**config.mk**
```make
export PLATFORM = sky130hd
export DESIGN_NAME = tag_dir
export DESIGN_NICKNAME = d
export VERILOG_FILES = /design/src/rtl/tdir_pkg.sv /design/src/rtl/tdir_match.sv /design/src/rtl/tdir_plru.sv /design/src/rtl/tag_dir.sv
export SDC_FILE = /design/constraint.sdc
export NUM_CORES = 1
export LEC_CHECK = 0
export BUFFER_PORTS_ARGS = -buffer_cell sky130_fd_sc_hd__buf_2
export CAP_MARGIN = 40
export CORE_ASPECT_RATIO = 0.8
export CORE_UTILIZATION = 40
export CTS_BUF_LIST = sky130_fd_sc_hd__clkbuf_16
export CTS_CLUSTER_DIAMETER = 80
export DETAILED_ROUTE_END_ITERATION = 6
export HOLD_SLACK_MARGIN = 0.1
export MAX_ROUTING_LAYER = met4
export PLACE_DENSITY = 0.61
export SLEW_MARGIN = 20
export SYNTH_ARGS = -nofsm -noshare
export SYNTH_HDL_FRONTEND = slang
export SYNTH_SLANG_ARGS = --single-unit
export TNS_END_PERCENT = 10
```
**constraint.sdc**
```tcl
create_clock -name clk -period 5.3 [get_ports clk]
set_clock_uncertainty 0.05 [all_clocks]
set_input_delay 0.795 -clock clk [delete_from_list [all_inputs] [get_ports clk]]
set_output_delay 0.795 -clock clk [all_outputs]
set_load 0.01 [all_outputs]
```
**src/rtl/tdir_pkg.sv**
```systemverilog
package tdir_pkg;
   typedef enum logic [3:0] {
      OP_ACCESS   = 4'd0,
      OP_PRESENT  = 4'd1,
      OP_AVAIL    = 4'd2,
      OP_ALLOC    = 4'd3,
      OP_DEALLOC  = 4'd4,
      OP_PROBE    = 4'd5,
      OP_TOUCH    = 4'd6,
      OP_LOCK_SET = 4'd7,
      OP_LOCK_CLR = 4'd8,
      OP_LOCK_TST = 4'd9,
      OP_PERM_WR  = 4'd10
   } op_e;

   typedef enum logic [1:0] {
      PM_ABSENT = 2'd0,
      PM_INVAL  = 2'd1,
      PM_RDONLY = 2'd2,
      PM_RDWR   = 2'd3
   } perm_e;

   typedef enum logic [1:0] {
      KD_LOAD  = 2'd0,
      KD_FETCH = 2'd1,
      KD_STORE = 2'd2,
      KD_ATOM  = 2'd3
   } kind_e;
endpackage

```
**src/rtl/tdir_match.sv**
```systemverilog
module tdir_match #(
   parameter int ASSOC  = 4,
   parameter int LINE_W = 12,
   localparam int WAY_W = $clog2(ASSOC)
) (
   input  logic [LINE_W-1:0]             line,
   input  logic [ASSOC-1:0][LINE_W-1:0]  row_tag,
   input  logic [ASSOC-1:0]              row_vld,
   input  logic [ASSOC-1:0][1:0]         row_perm,
   output logic                          hit_any,
   output logic [WAY_W-1:0]              hit_way,
   output logic                          free_any,
   output logic [WAY_W-1:0]              free_way,
   output logic                          tagm_any
);
   logic [ASSOC-1:0] tagm, hit, free;

   for (genvar w = 0; w < ASSOC; w++) begin : g_way
      assign tagm[w] = row_vld[w] && (row_tag[w] == line);
      assign hit[w]  = tagm[w] && (row_perm[w] != 2'd0);
      assign free[w] = !row_vld[w] || (row_perm[w] == 2'd0);
   end

   assign hit_any  = |hit;
   assign free_any = |free;
   assign tagm_any = |tagm;

   // descending scan: the lowest-numbered matching way wins
   always_comb begin
      hit_way  = '0;
      free_way = '0;
      for (int w = ASSOC - 1; w >= 0; w--) begin
         if (hit[w])  hit_way  = WAY_W'(w);
         if (free[w]) free_way = WAY_W'(w);
      end
   end
endmodule

```
**src/rtl/tdir_plru.sv**
```systemverilog
module tdir_plru #(
   parameter int ASSOC = 4,
   localparam int WAY_W = $clog2(ASSOC)
) (
   input  logic [ASSOC-1:1] bits,
   input  logic [WAY_W-1:0] touch_way,
   output logic [ASSOC-1:1] bits_nxt,
   output logic [WAY_W-1:0] victim
);
   // heap layout: root 1, children of n are 2n and 2n+1
   always_comb begin
      logic [WAY_W-1:0] node;
      logic             b;
      bits_nxt = bits;
      node     = WAY_W'(1);
      for (int l = 0; l < WAY_W; l++) begin
         b              = touch_way[WAY_W-1-l];
         bits_nxt[node] = ~b;
         node           = WAY_W'({node, b});
      end
   end

   always_comb begin
      logic [WAY_W-1:0] node;
      logic             b;
      victim = '0;
      node   = WAY_W'(1);
      for (int l = 0; l < WAY_W; l++) begin
         b                   = bits[node];
         victim[WAY_W-1-l]   = b;
         node                = WAY_W'({node, b});
      end
   end
endmodule

```
**src/rtl/tag_dir.sv**
```systemverilog
module tag_dir
   import tdir_pkg::*;
#(
   parameter int LINE_W      = 12,
   parameter int LINE_BYTES  = 16,
   parameter int TOTAL_BYTES = 512,
   parameter int ASSOC       = 4,
   parameter int IDX_LO      = 0,
   parameter int CTX_W       = 4,
   localparam int SETS  = TOTAL_BYTES / ASSOC / LINE_BYTES,
   localparam int SET_W = $clog2(SETS),
   localparam int WAY_W = $clog2(ASSOC)
) (
   input  logic              clk,
   input  logic              rst_n,
   input  logic              req_valid,
   output logic              req_ready,
   input  logic [3:0]        req_op,
   input  logic [LINE_W-1:0] req_line,
   input  logic [1:0]        req_kind,
   input  logic [CTX_W-1:0]  req_ctx,
   input  logic [1:0]        req_perm,
   output logic              rsp_valid,
   input  logic              rsp_ready,
   output logic              rsp_ok,
   output logic              rsp_err,
   output logic [WAY_W-1:0]  rsp_way,
   output logic [LINE_W-1:0] rsp_victim
);
   if (SETS < 2 || (SETS & (SETS - 1)) != 0) begin : g_bad_sets
      $error("tag_dir: set count must be a power of two above 1");
   end
   if (ASSOC < 2 || (ASSOC & (ASSOC - 1)) != 0) begin : g_bad_assoc
      $error("tag_dir: associativity must be a power of two above 1");
   end
   if (IDX_LO + SET_W > LINE_W) begin : g_bad_idx
      $error("tag_dir: index field exceeds line address");
   end

   logic [LINE_W-1:0] tag_q  [SETS][ASSOC];
   logic              vld_q  [SETS][ASSOC];
   logic [1:0]        perm_q [SETS][ASSOC];
   logic              lk_q   [SETS][ASSOC];
   logic [CTX_W-1:0]  own_q  [SETS][ASSOC];
   logic [ASSOC-1:1]  plru_q [SETS];

   op_e               op;
   logic              accept;
   logic [SET_W-1:0]  set_idx;
   logic [ASSOC-1:0][LINE_W-1:0] row_tag;
   logic [ASSOC-1:0]             row_vld;
   logic [ASSOC-1:0][1:0]        row_perm;
   logic              hit_any, free_any, tagm_any, avail;
   logic [WAY_W-1:0]  hit_way, free_way, touch_way, victim_way;
   logic [1:0]        hit_perm;
   logic [ASSOC-1:1]  plru_nxt;

   assign op      = op_e'(req_op);
   assign req_ready = !rsp_valid || rsp_ready;
   assign accept  = req_valid && req_ready;
   assign set_idx = req_line[IDX_LO +: SET_W];

   for (genvar w = 0; w < ASSOC; w++) begin : g_row
      assign row_tag[w]  = tag_q[set_idx][w];
      assign row_vld[w]  = vld_q[set_idx][w];
      assign row_perm[w] = perm_q[set_idx][w];
   end

   tdir_match #(.ASSOC(ASSOC), .LINE_W(LINE_W)) u_match (
      .line(req_line), .row_tag(row_tag), .row_vld(row_vld), .row_perm(row_perm),
      .hit_any(hit_any), .hit_way(hit_way), .free_any(free_any),
      .free_way(free_way), .tagm_any(tagm_any)
   );

   assign avail     = tagm_any || free_any;
   assign hit_perm  = perm_q[set_idx][hit_way];
   assign touch_way = (op == OP_ALLOC) ? free_way : hit_way;

   tdir_plru #(.ASSOC(ASSOC)) u_plru (
      .bits(plru_q[set_idx]), .touch_way(touch_way),
      .bits_nxt(plru_nxt), .victim(victim_way)
   );

   logic ok_d, err_d, do_touch, do_alloc, do_dealloc, do_perm, do_lkset, do_lkclr;
   logic [WAY_W-1:0]  way_d;
   logic [LINE_W-1:0] vic_d;

   always_comb begin
      ok_d = 1'b0;  err_d = 1'b0;  way_d = '0;  vic_d = '0;
      do_touch = 1'b0;  do_alloc = 1'b0;  do_dealloc = 1'b0;
      do_perm = 1'b0;  do_lkset = 1'b0;  do_lkclr = 1'b0;
      unique case (op)
         OP_ACCESS: if (hit_any) begin
            way_d    = hit_way;
            do_touch = 1'b1;
            ok_d     = (hit_perm == PM_RDWR) ||
                       ((hit_perm == PM_RDONLY) &&
                        (req_kind == KD_LOAD || req_kind == KD_FETCH));
         end
         OP_PRESENT: begin
            ok_d  = hit_any;
            way_d = hit_any ? hit_way : '0;
         end
         OP_AVAIL: ok_d = avail;
         OP_ALLOC: if (hit_any || !free_any) err_d = 1'b1;
                   else begin
                      ok_d = 1'b1;  way_d = free_way;
                      do_alloc = 1'b1;  do_touch = 1'b1;
                   end
         OP_PROBE: if (avail) err_d = 1'b1;
                   else begin
                      ok_d  = 1'b1;
                      way_d = victim_way;
                      vic_d = tag_q[set_idx][victim_way];
                   end
         OP_TOUCH: if (hit_any) begin
            ok_d = 1'b1;  way_d = hit_way;  do_touch = 1'b1;
         end
         OP_DEALLOC, OP_LOCK_SET, OP_LOCK_CLR, OP_LOCK_TST, OP_PERM_WR:
            if (!hit_any) err_d = 1'b1;
            else begin
               way_d      = hit_way;
               ok_d       = (op == OP_LOCK_TST) ?
                            (lk_q[set_idx][hit_way] && own_q[set_idx][hit_way] == req_ctx) : 1'b1;
               do_dealloc = (op == OP_DEALLOC);
               do_perm    = (op == OP_PERM_WR);
               do_lkset   = (op == OP_LOCK_SET);
               do_lkclr   = (op == OP_LOCK_CLR);
            end
         default: err_d = 1'b1;
      endcase
   end

   always_ff @(posedge clk) begin
      if (!rst_n) begin
         rsp_valid <= 1'b0;
         rsp_ok <= 1'b0;  rsp_err <= 1'b0;
         rsp_way <= '0;   rsp_victim <= '0;
      end else if (accept) begin
         rsp_valid <= 1'b1;
         rsp_ok <= ok_d;  rsp_err <= err_d;
         rsp_way <= way_d;  rsp_victim <= vic_d;
      end else if (rsp_ready) begin
         rsp_valid <= 1'b0;
      end
   end

   always_ff @(posedge clk) begin
      if (!rst_n) begin
         for (int s = 0; s < SETS; s++) begin
            plru_q[s] <= '0;
            for (int w = 0; w < ASSOC; w++) begin
               vld_q[s][w] <= 1'b0;  tag_q[s][w] <= '0;  perm_q[s][w] <= PM_ABSENT;
               lk_q[s][w]  <= 1'b0;  own_q[s][w] <= '0;
            end
         end
      end else if (accept) begin
         if (do_touch) plru_q[set_idx] <= plru_nxt;
         if (do_alloc) begin
            vld_q[set_idx][free_way]  <= 1'b1;
            tag_q[set_idx][free_way]  <= req_line;
            perm_q[set_idx][free_way] <= PM_INVAL;
            lk_q[set_idx][free_way]   <= 1'b0;
            own_q[set_idx][free_way]  <= '0;
         end
         if (do_dealloc) vld_q[set_idx][hit_way]  <= 1'b0;
         if (do_perm)    perm_q[set_idx][hit_way] <= req_perm;
         if (do_lkset) begin
            lk_q[set_idx][hit_way]  <= 1'b1;
            own_q[set_idx][hit_way] <= req_ctx;
         end
         if (do_lkclr)   lk_q[set_idx][hit_way] <= 1'b0;
      end
   end
endmodule

```
### Yosys cells after proc, flatten, opt, wreduce, memory -nomap -nowiden

Memories as Yosys holds them, arrays and structs flattened.
Index checks and enable logic that the tools add are counted.

| word-level totals | value |
|---|---|
| bits in registers | 17 |
| memory bits (writable) | 664 |
| input port bits | 28 |
| word-level logic and storage cells | 283 |
| memories | 6 |

Memory list:

| name | depth | bits a word | read ports | clocked after memory_dff | write ports | RTL line | RTL |
|---|---|---|---|---|---|---|---|
| tag_q | 8 | 48 | 1 | 0 | 8 | tag_dir.sv:40 | `logic [LINE_W-1:0] tag_q [SETS][ASSOC];` |
| own_q | 8 | 16 | 1 | 0 | 8 | tag_dir.sv:44 | `logic [CTX_W-1:0] own_q [SETS][ASSOC];` |
| perm_q | 8 | 8 | 1 | 0 | 8 | tag_dir.sv:42 | `logic [1:0] perm_q [SETS][ASSOC];` |
| lk_q | 8 | 4 | 1 | 0 | 8 | tag_dir.sv:43 | `logic lk_q [SETS][ASSOC];` |
| vld_q | 8 | 4 | 1 | 0 | 8 | tag_dir.sv:41 | `logic vld_q [SETS][ASSOC];` |
| plru_q | 8 | 3 | 1 | 0 | 8 | tag_dir.sv:45 | `logic [ASSOC-1:1] plru_q [SETS];` |

| operators by class | value |
|---|---|
| order comparisons | 8 |
| eq/ne operators | 18 |
| mux-type cells | 152 |
| bitwise gates (word level) | 41 |
| reductions and logical operators | 53 |

Operator list:

| cell | number |
|---|---|
| two-way mux 48 bit | 3 |
| two-way mux 1 bit | 84 |
| two-way mux 16 bit | 4 |
| two-way mux 12 bit | 5 |
| == test 12 bit | 4 |
| two-way mux 4 bit | 12 |
| OR reduction 48 bit | 1 |
| bitwise OR 1 bit | 36 |
| two-way mux 2 bit | 16 |
| two-way mux 8 bit | 4 |
| binary-select mux 12 bit (select 2 bit) | 1 |
| demux 12 bit (select 2 bit) | 1 |
| OR reduction 4 bit | 6 |
| two-way mux 3 bit | 7 |
| demux 4 bit (select 2 bit) | 2 |
| == test 4 x 3 -> 1 bit, second input constant | 4 |
| OR reduction 16 bit | 1 |
| OR reduction 8 bit | 2 |
| logical AND 1 bit | 14 |
| == test 4 bit, second input constant | 3 |
| logical NOT 2 bit | 5 |
| nonzero test 2 bit | 5 |
| >= comparator 3 bit, second input constant | 3 |
| logical OR 1 bit | 9 |
| 26 further kinds | 40 |

### Logic depth before layout (Yosys ltp)

Gate-level depths: netlist (run 1).
An unclocked memory read counts as a cell.

| depth | value |
|---|---|
| depth in word-level cells | 18 |
| mapped depth | 18 |
| depth with buffers taken out | 12 |

### By module

Synthesis (run 1) repeated with hierarchy kept, for this count alone.

| unflattened totals | value |
|---|---|
| cell total of the unflattened synthesis | 2623 |
| area, all modules | 32013.2 um^2 |

By module, submodules not included:

| module | instances | cells each | area an instance (um^2) |
|---|---|---|---|
| tag_dir | 1 | 2525 | 31303.8 |
| tdir_match | 1 | 90 | 666.9 |
| tdir_plru | 1 | 8 | 42.5 |

### Worst setup path after synthesis (run 1)

Ideal clock, no wire load.

| path | value |
|---|---|
| path kind | input-to-reg |
| start | in req_line[0] |
| end | mem tag_q[0][12] (netlist bit), enable pin |
| data arrival time | 4530 ps |
| required time | 4852 ps |
| slack | 322 ps |
| cell stages on the path | 14 |
| buffers on the path | 5 |
| cells stage by stage | buf_4 > buf_6 > inv_2 > clkbuf_1 > mux2i_1 > o2111ai_1 > and4_4 > o2bb2ai_2 > or3_1 > buf_2 > nor3_2 > nand2_1 > clkbuf_1 > o21ai_0 |

RTL lines:

| element | RTL line | RTL |
|---|---|---|
| start, declared | tag_dir.sv:19 | `input logic [LINE_W-1:0] req_line,` |
| end, declared | tag_dir.sv:40 |  |

==> results of run 1 <==
==> per-stage QoR <==
step | total power, mW | hold slack (ps)
after floorplan | 6.92 | 423
after global placement | 7.48 | 390
after detailed placement | 7.50 | 394
after CTS | 12.4 | 380
after global routing | 12.7 | 405
final | 12.3 | 402
==> sequential cells by signal (all words and copies together) (netlist names) <==
register    cells
plru_q         24
vld_q          32
rsp_valid       1
lk_q           32
perm_q         64
rsp_ok          1
tag_q         384
rsp_err         1
rsp_way         2
own_q         128
rsp_victim     12
==> cells in the final DEF (no fill, tap or decap), types with 49 or more instances in the layout <==
master     count
edfxtp_1     662
nor2_1       350
buf_4        273
mux2i_1      111
nand2_1      142
and3_1       187
inv_1         49
o22ai_1       49
and2_1        79
mux2_2        66
clkbuf_16     75
o21ai_0      147
mux4_2        51
==> routing by layer <==
layer / track usage, % / up-vias / wire (um)
met2: 38.1 / 1361 / 47400
met4: 8.10 / 0 / 3150
met1: 37.1 / 12200 / 44900
met5: - / - / 0
li1: - / 10400 / -
met3: 5.16 / 220 / 11900
==> cells by family after synthesis <==
group | after synthesis | share of synthesized area, %
other | 1 | 0.0114
buffers and inverters | 301 | 4.00
XOR/XNOR | 32 | 0.850
flip-flops | 681 | 61.5
multiplexers | 231 | 9.25
AO/OA/AOI/OAI | 484 | 9.76
AND/OR/NAND/NOR | 964 | 14.7
==> path summary, 6_finish.rpt <==
kind                     to  slack, ps
max            perm_q[0][7]        340
min          rsp_victim[11]        400
max reg2reg     tag_q[4][5]        870
min reg2reg  rsp_victim[11]        400
==> synthesized netlist by cell type (all sizes together), types with 6 or more instances <==
library cell / number / area share (%)
o22a: 6 / 0.16
clkbuf: 199 / 2.3
nor2b: 13 / 0.25
a22o: 11 / 0.29
inv: 37 / 0.42
o211ai: 17 / 0.39
mux4: 51 / 3.5
o221ai: 22 / 0.58
nand3: 27 / 0.41
mux2: 67 / 2.3
o2111ai: 12 / 0.32
edfxtp: 662 / 60
a21oi: 40 / 0.71
a221o: 7 / 0.21
xnor2: 13 / 0.35
or3: 6 / 0.11
nand2b: 27 / 0.51
and2: 83 / 1.6
mux2i: 113 / 3.5
nor4: 10 / 0.23
xor2: 19 / 0.50
o22ai: 49 / 0.93
a22oi: 42 / 0.96
o21a: 6 / 0.14
nor3: 50 / 0.84
a221oi: 18 / 0.48
nor2: 364 / 4.2
o31ai: 8 / 0.20
and3: 187 / 3.5
o21ai: 190 / 2.9
a21boi: 17 / 0.39
a211oi: 8 / 0.23
nand3b: 7 / 0.16
dfxtp: 19 / 1.2
nand2: 150 / 1.7
nand4: 8 / 0.15
nor3b: 6 / 0.14
buf: 64 / 1.3
==> layout make-up <==
type	count	area, sq um
clock buffer	75	1880
sequential	681	20300
inverter	38	143
tap	1092	1370
clock inverter	54	370
timing repair buffer	345	2860
antenna	5	12.5
multi-input combinational	1759	11600
fill	7223	42500
==> where the power goes <==
| group | internal [mW] | total [mW] | switching [mW] | leakage [nW] |
|---|---|---|---|---|
| Clock | 2.80 | 4.93 | 2.13 | 1.16 |
| Combinational | 0.448 | 1.28 | 0.833 | 6.66 |
| Sequential | 6.08 | 6.14 | 0.0566 | 6.96 |
| Total | 9.33 | 12.3 | 3.02 | 14.8 |
==> worst reg2reg max path, cell delays in order (launching register included) <==
cell       delay (ps)
edfxtp_1          360
mux2_2            290
o22ai_1           410
nor3_1            130
o2111ai_1         380
and4b_1           280
o2bb2ai_2         130
or3_1             480
buf_4             200
nor3_2            330
buf_4             180
nand2_1           110
buf_12            210
o21ai_1           330
buf_4             250
==> summary by stage, run 1 <==
Flow run
The count of max-cap constraint violations is 0.

Timing
The setup total negative slack is 0 ps. The worst slew margin relative to its limit is 38.0%. The setup violation total in the final timing report is 0. The maximum clock rate is 201 MHz. The worst path meets setup with 337 ps of slack. The pin slew with the least headroom to its limit is 921 ps.

Setup repair after global routing left no endpoint under its margin. The number of max-slew violations in the final report is 0. The final critical-path share of the clock period is 93.6%. The routed design could run at a clock period as short as 4960 ps. The hold violation count in the final report is 0.

Routing
Once detail routing completed, the nets flagged for antenna violations numbered 0. Summing over every cut layer, the via total after detailed routing is 24,200. The number of iterations in the first detailed-routing pass is 5.

The total wire length after detailed routing is 107 mm. The number of DRC violations after detailed-routing iteration 0 is 3,414. Using the TritonRoute via totals, the vias-per-cell ratio works out to 5.98. In the final routed layout, each cell accounts on average for 26.5 um. The count of unresolved DRC violations after routing is 0.

Setup path
The number of buffer and inverter instances along the worst setup path is 4. The kind of cell with the highest combined delay along the critical path is simple AND/OR/NAND/NOR gates. The setup path with the least slack is of type in -> reg. The beginning of the critical path is req_line[0]. The worst setup path is launched from an input pin. On the worst path, the slowest cell contributes a delay of 500 ps.

The maximum fanout encountered on the critical timing path is 32. The worst register-to-register path begins at tag_q[7][10]. The signal on the critical path passes through buf_6 > buf_4 > nand2b_1 > buf_4 > o22ai_1 > a221oi_1 > nor3b_1 > nand3_1 > nor3_4 > or3_1 > buf_4 > and3_1 > a21oi_1 > o21ai_0.

The worst reg2reg path depth is 14. For the worst setup path, the data arrival time is 5180 ps. The type of destination of the critical path is a register. The cell with the largest stage delay on the worst path is nor3b_1. STA puts the critical path data required time at 5520 ps.

The number of logic stages on the critical path including buffering is 14. By instance count, the cell type seen most on the critical path is buf_4.

Clocking
After clock tree synthesis, the flow added hold-fix buffers numbering 0. The maximum count of clock buffers along a single path is 3. The number of clock sinks is 681.

Clock-pin slew was measured on the worst setup and hold paths at 60 ps. TritonCTS built the clock tree. The clock insertion delay at the later pin of the skew report is 630 ps. The depth of the CTS H-tree is 3. The root buffer cell chosen for the clock tree is clkbuf_16.

In this run, post-CTS repair resized a total of 0 instances. The number of setup buffers added after CTS is 0. The number of CTS-inserted buffers is 73.

Power
For this design the ratio of total power to cell area is 321 nW/um^2. IR analysis of the VDD net gives a maximum drop of 0.252 mV. The leakage power summed over all cells is 14.8 nW.

Min path
The worst hold path startpoint is rsp_victim[11]. Counting instances, the worst hold path has a depth of 2. The path category of the worst min-delay check is reg -> reg.

Global routing
The number of global-route vias before repair is 23,100. The global-route usage over all layers is 26.3%. The first global-routing pass estimated 155 mm of wire. The largest net degree at the start of global routing is 83. The number of antenna violations at the first check in global routing is 4.

The total overflow left after global routing is 0.

Synthesis
Counting flops with a built-in enable in the synthesized netlist gives 662. The part of the Yosys area used for sequential elements is 61.5%. In the synthesized netlist the async set-or-reset flop fraction comes to 0%. The synthesized netlist occupies a cell area of 33,000 sq um.

Synthesis produced a netlist whose cell count is 2,694. The register bit total from synthesis is 681. The synthesized netlist contains 95 unique library cells. For this run, the leading register cell type out of synthesis is edfxtp_1. The average instance area after synthesis is 12.2 sq um.

The total of warnings raised by yosys is 0.

Finish
The post-layout instance count excluding filler cells is 4,049. The final instance area is 38,500 sq um. The net count of the finished layout is 2,926. The share of the core filled with cells is 47.5%. The area growth from synthesis to layout is 16.8%.

The share of cells above drive strength 1 is 21.2%.

Floorplanning
The effective utilization at floorplan is 40.7%. Measured along the y axis, the die boundary spans 259 um. The area of the core region is 81,000 sq um. The count of pins on the block boundary is 46. The die footprint is 83,600 sq um. The horizontal extent of the die is 323 um. The floorplan has 93 rows.

Place
The worst setup slack after placement is -125 ps. The instance area at placement is 36,200 sq um. The final weighted congestion in routability-driven placement is 0.963. The instance count after placement with tap cells included is 3,914. The quantity of I/O buffers inserted on ports is 44. Summed over all nets, the half-perimeter wirelength after detailed placement is 73.1 mm.

Run status
The run finished with clean final reports.
No activity file was read; power rests on OpenSTA's default activity.
==> inputs of run 2 (changes only) <==
--- a/config.mk
+++ b/config.mk
@@ -10,7 +10,7 @@
 export CORE_ASPECT_RATIO = 0.8
 export CORE_UTILIZATION = 40
 export CTS_BUF_LIST = sky130_fd_sc_hd__clkbuf_16
-export CTS_CLUSTER_DIAMETER = 80
+export CTS_CLUSTER_DIAMETER = 200
 export DETAILED_ROUTE_END_ITERATION = 6
 export HOLD_SLACK_MARGIN = 0.1
 export MAX_ROUTING_LAYER = met4
==> constraint.sdc (replaced) <==
create_clock -name clk -period 5.1 [get_ports clk]
set_clock_uncertainty 0.05 [all_clocks]
set_input_delay 0.765 -clock clk [delete_from_list [all_inputs] [get_ports clk]]
set_output_delay 0.765 -clock clk [all_outputs]
set_load 0.01 [all_outputs]
==> run 2 against run 1 <==
Compared with the run above: register-to-register slack better by 80 ps; routed wire length is 0.32% higher; utilization is 0.66 points higher; final area is 1.4% higher; setup slack better by 180 ps; critical endpoint is now lk_q[2][0]; largest power group unchanged; highest routed layer unchanged.
==> summary by stage, run 2 (synthesis gave the netlist of run 1 again) <==
Power
The ratio of total power to cell area came to 327 nW/um^2 (was 321 nW/um^2). The maximum vdd ir drop is 0.218 mV (was 0.252 mV). The post-layout total power is 12.8 mW (was 12.3 mW). The leakage power summed over all cells is 15.1 nW (was 14.8 nW).

Routing
The number of DRC violations after detailed-routing iteration 0 came to 3,193 (was 3,414). The routed wire length per instance came to 26.2 um (was 26.5 um). The detailed-route via count is 24,400 (was 24,200). The per-cell via count in the routed design is 5.95 (was 5.98). The count of nets left with antenna violations after detail routing was 0 (unchanged). The count of unresolved DRC violations after routing is 0 (unchanged). The total wire length after detailed routing is 108 mm (was 107 mm). The number of iterations in the first detailed-routing pass is 5 (unchanged).

Finish
The register name with the most flops was tag_q (unchanged). The final net count is 2,984 (was 2,926). The commonest non-fill, non-tap cell in the layout is edfxtp_1 (unchanged). Most frequent cells in the layout: edfxtp_1 (662), nor2_1 (350), buf_4 (319) (was edfxtp_1 (662), nor2_1 (350), buf_4 (273)). The share of cells above drive strength 1 was 22.6% (was 21.2%).

The post-layout instance count excluding filler cells came to 4,103 (was 4,049). The final instance area was 39,000 sq um (was 38,500 sq um). Top Registers: tag_q: 384 flops, own_q: 128 flops, perm_q: 64 flops (unchanged). The area growth from synthesis to layout is 18.4% (was 16.8%).

The number of flip-flops under the largest register name is 384 (unchanged). The share of the core filled with cells came to 48.2% (was 47.5%).

Global routing
The global-route wire length before repair is 157 mm (was 155 mm). The largest net degree at the start of global routing came to 88 (was 83). The number of antenna violations at the first check in global routing is 5 (was 4). The met3 global-route usage is 4.92% (was 5.16%). The global-route track usage on met1 is 38.0% (was 37.1%). The layer with the highest usage after global routing is met2 (unchanged).

The sum of overflow across all layers after global routing is 0 (unchanged). The number of global-route vias before repair is 23,400 (was 23,100). The global-route met2 utilization is 38.6% (was 38.1%). The global-route usage over all layers is 26.5% (was 26.3%).

Setup path
The number of buffer and inverter instances along the worst setup path is 7 (was 4). The classification of the worst setup path is in -> reg (unchanged). The worst stage delay on the critical path is 420 ps (was 500 ps). The arrival time reported for the critical path endpoint is 4840 ps (was 5180 ps). The worst path required time is 5350 ps (was 5520 ps).

The type of destination of the critical path is a register (unchanged). The critical path's most frequent cell is buf_4 (unchanged). The startpoint class of the critical path is an input pin (unchanged).

The cell family with the largest share of critical-path delay is buffers and inverters (was simple AND/OR/NAND/NOR gates). The cell with the largest stage delay on the worst path is o22ai_1 (was nor3b_1). List of cells traversed by the critical path: buf_6 > buf_12 > nand2b_1 > buf_4 > o22ai_1 > nor3_1 > a2111oi_0 > buf_4 > and4_1 > nor4b_4 > or3_1 > buf_4 > nor3_2 > and2_2 > buf_4 > a211oi_2 > buf_4 > o21ai_0 (was buf_6 > buf_4 > nand2b_1 > buf_4 > o22ai_1 > a221oi_1 > nor3b_1 > nand3_1 > nor3_4 > or3_1 > buf_4 > and3_1 > a21oi_1 > o21ai_0).

The maximum fanout encountered on the critical timing path was 23 (was 32).

Min path
The path category of the worst min-delay check is in -> reg (was reg -> reg).

Clocking
The number of buffers inserted by hold repair at cts is 0 (unchanged). The cell at the root of the clock tree is clkbuf_16 (unchanged). The depth of the CTS H-tree is 3 (unchanged). The post-cts repair resize count is 0 (unchanged). The number of clock sinks is 681 (unchanged). The setup fix buffers added after clock tree synthesis is 0 (unchanged).

The number of CTS-inserted buffers is 73 (unchanged). The clock insertion delay at the later pin of the skew report is 630 ps (about the same). The post-CTS clock slew at the launch and capture registers of the worst setup and hold paths was 60 ps (about the same). The maximum count of clock buffers along a single path is 3 (unchanged). The clock tree from TritonCTS is yes (unchanged).

Place
The instance area at placement is 36,800 sq um (was 36,200 sq um). The final weighted congestion in routability-driven placement was 0.939 (was 0.963). The instance count after placement with tap cells included is 3,971 (was 3,914). The post-DP HPWL is 73.0 mm (was 73.1 mm). The worst setup slack after placement was -15.6 ps (was -125 ps).

The quantity of I/O buffers inserted on ports is 44 (unchanged).

Floorplanning
The count of standard-cell rows is 93 (unchanged). The area of the core region is 81,000 sq um (unchanged). The chip height was 259 um (unchanged). The horizontal extent of the die is 323 um (unchanged). The count of pins on the block boundary is 46 (unchanged). The effective utilization at floorplan came to 40.7% (unchanged). The die footprint is 83,600 sq um (unchanged).

Timing
The setup violation total in the final timing report was 0 (unchanged). The worst slew margin relative to its limit is 41.0% (was 38.0%). The pin slew with the least headroom to its limit is 886 ps (was 921 ps). Unrepaired setup endpoints after global routing: no (unchanged).

The least setup slack across all paths after layout is 513 ps (was 337 ps). The hold violation count in the final report is 0 (unchanged). The number of max-slew violations in the final report is 0 (unchanged). The final critical-path share of the clock period is 89.9%. The maximum clock rate is 218 MHz. The worst path in the final design needs a cycle of 4590 ps, including I/O delays and setup.

Run status
Result of the run: completed (unchanged).

Flow run
The count of max-cap constraint violations is 0 (unchanged).
run 2: layout make-up:
type	count	area, sq um
sequential	681	20300
antenna	3	7.51
clock inverter	52	333
multi-input combinational	1759	11600
inverter	38	143
tap	1092	1370
timing repair buffer	403	3440
clock buffer	75	1880
fill	7250	42000
run 2: tightest hold or removal path, cell delays in order:
cell and delay (ps):
buf_2 110, inv_1 40, a21boi_0 60
run 2: through the flow:
stage | setup TNS (ps) | hold slack (ps)
detailed placement | -34.4 | 391
global placement | -71.5 | 389
finish | 0 | 371
global route | 0 | 358
floorplan | 0 | 423
CTS | 0 | 347
run 2: worst paths after layout:
| check | start | cells after the start | end | slack (ps) |
|---|---|---|---|---|
| max reg2reg | tag_q[7][10] | 13 | own_q[1][4] | 950 |
| max | req_line[0] | 18 | lk_q[2][0] | 510 |
| min | req_valid | 3 | rsp_valid | 370 |
| min reg2reg | rsp_victim[11] | 2 | rsp_victim[11] | 400 |
run 2: power by group:
part	switching [mW]	internal, mW
clock network	2.19	2.85
registers	0.0593	6.32
logic	0.868	0.485
total	3.11	9.66
run 2: metal layers:
layer / wire length (um) / vias to the layer above / part of all wire (%)
li1: - / 10500 / -
met1: 45400 / 12200 / 42
met2: 47300 / 1501 / 44
met3: 12200 / 185 / 11
met4: 2720 / 0 / 2.5
met5: 0 / - / 0
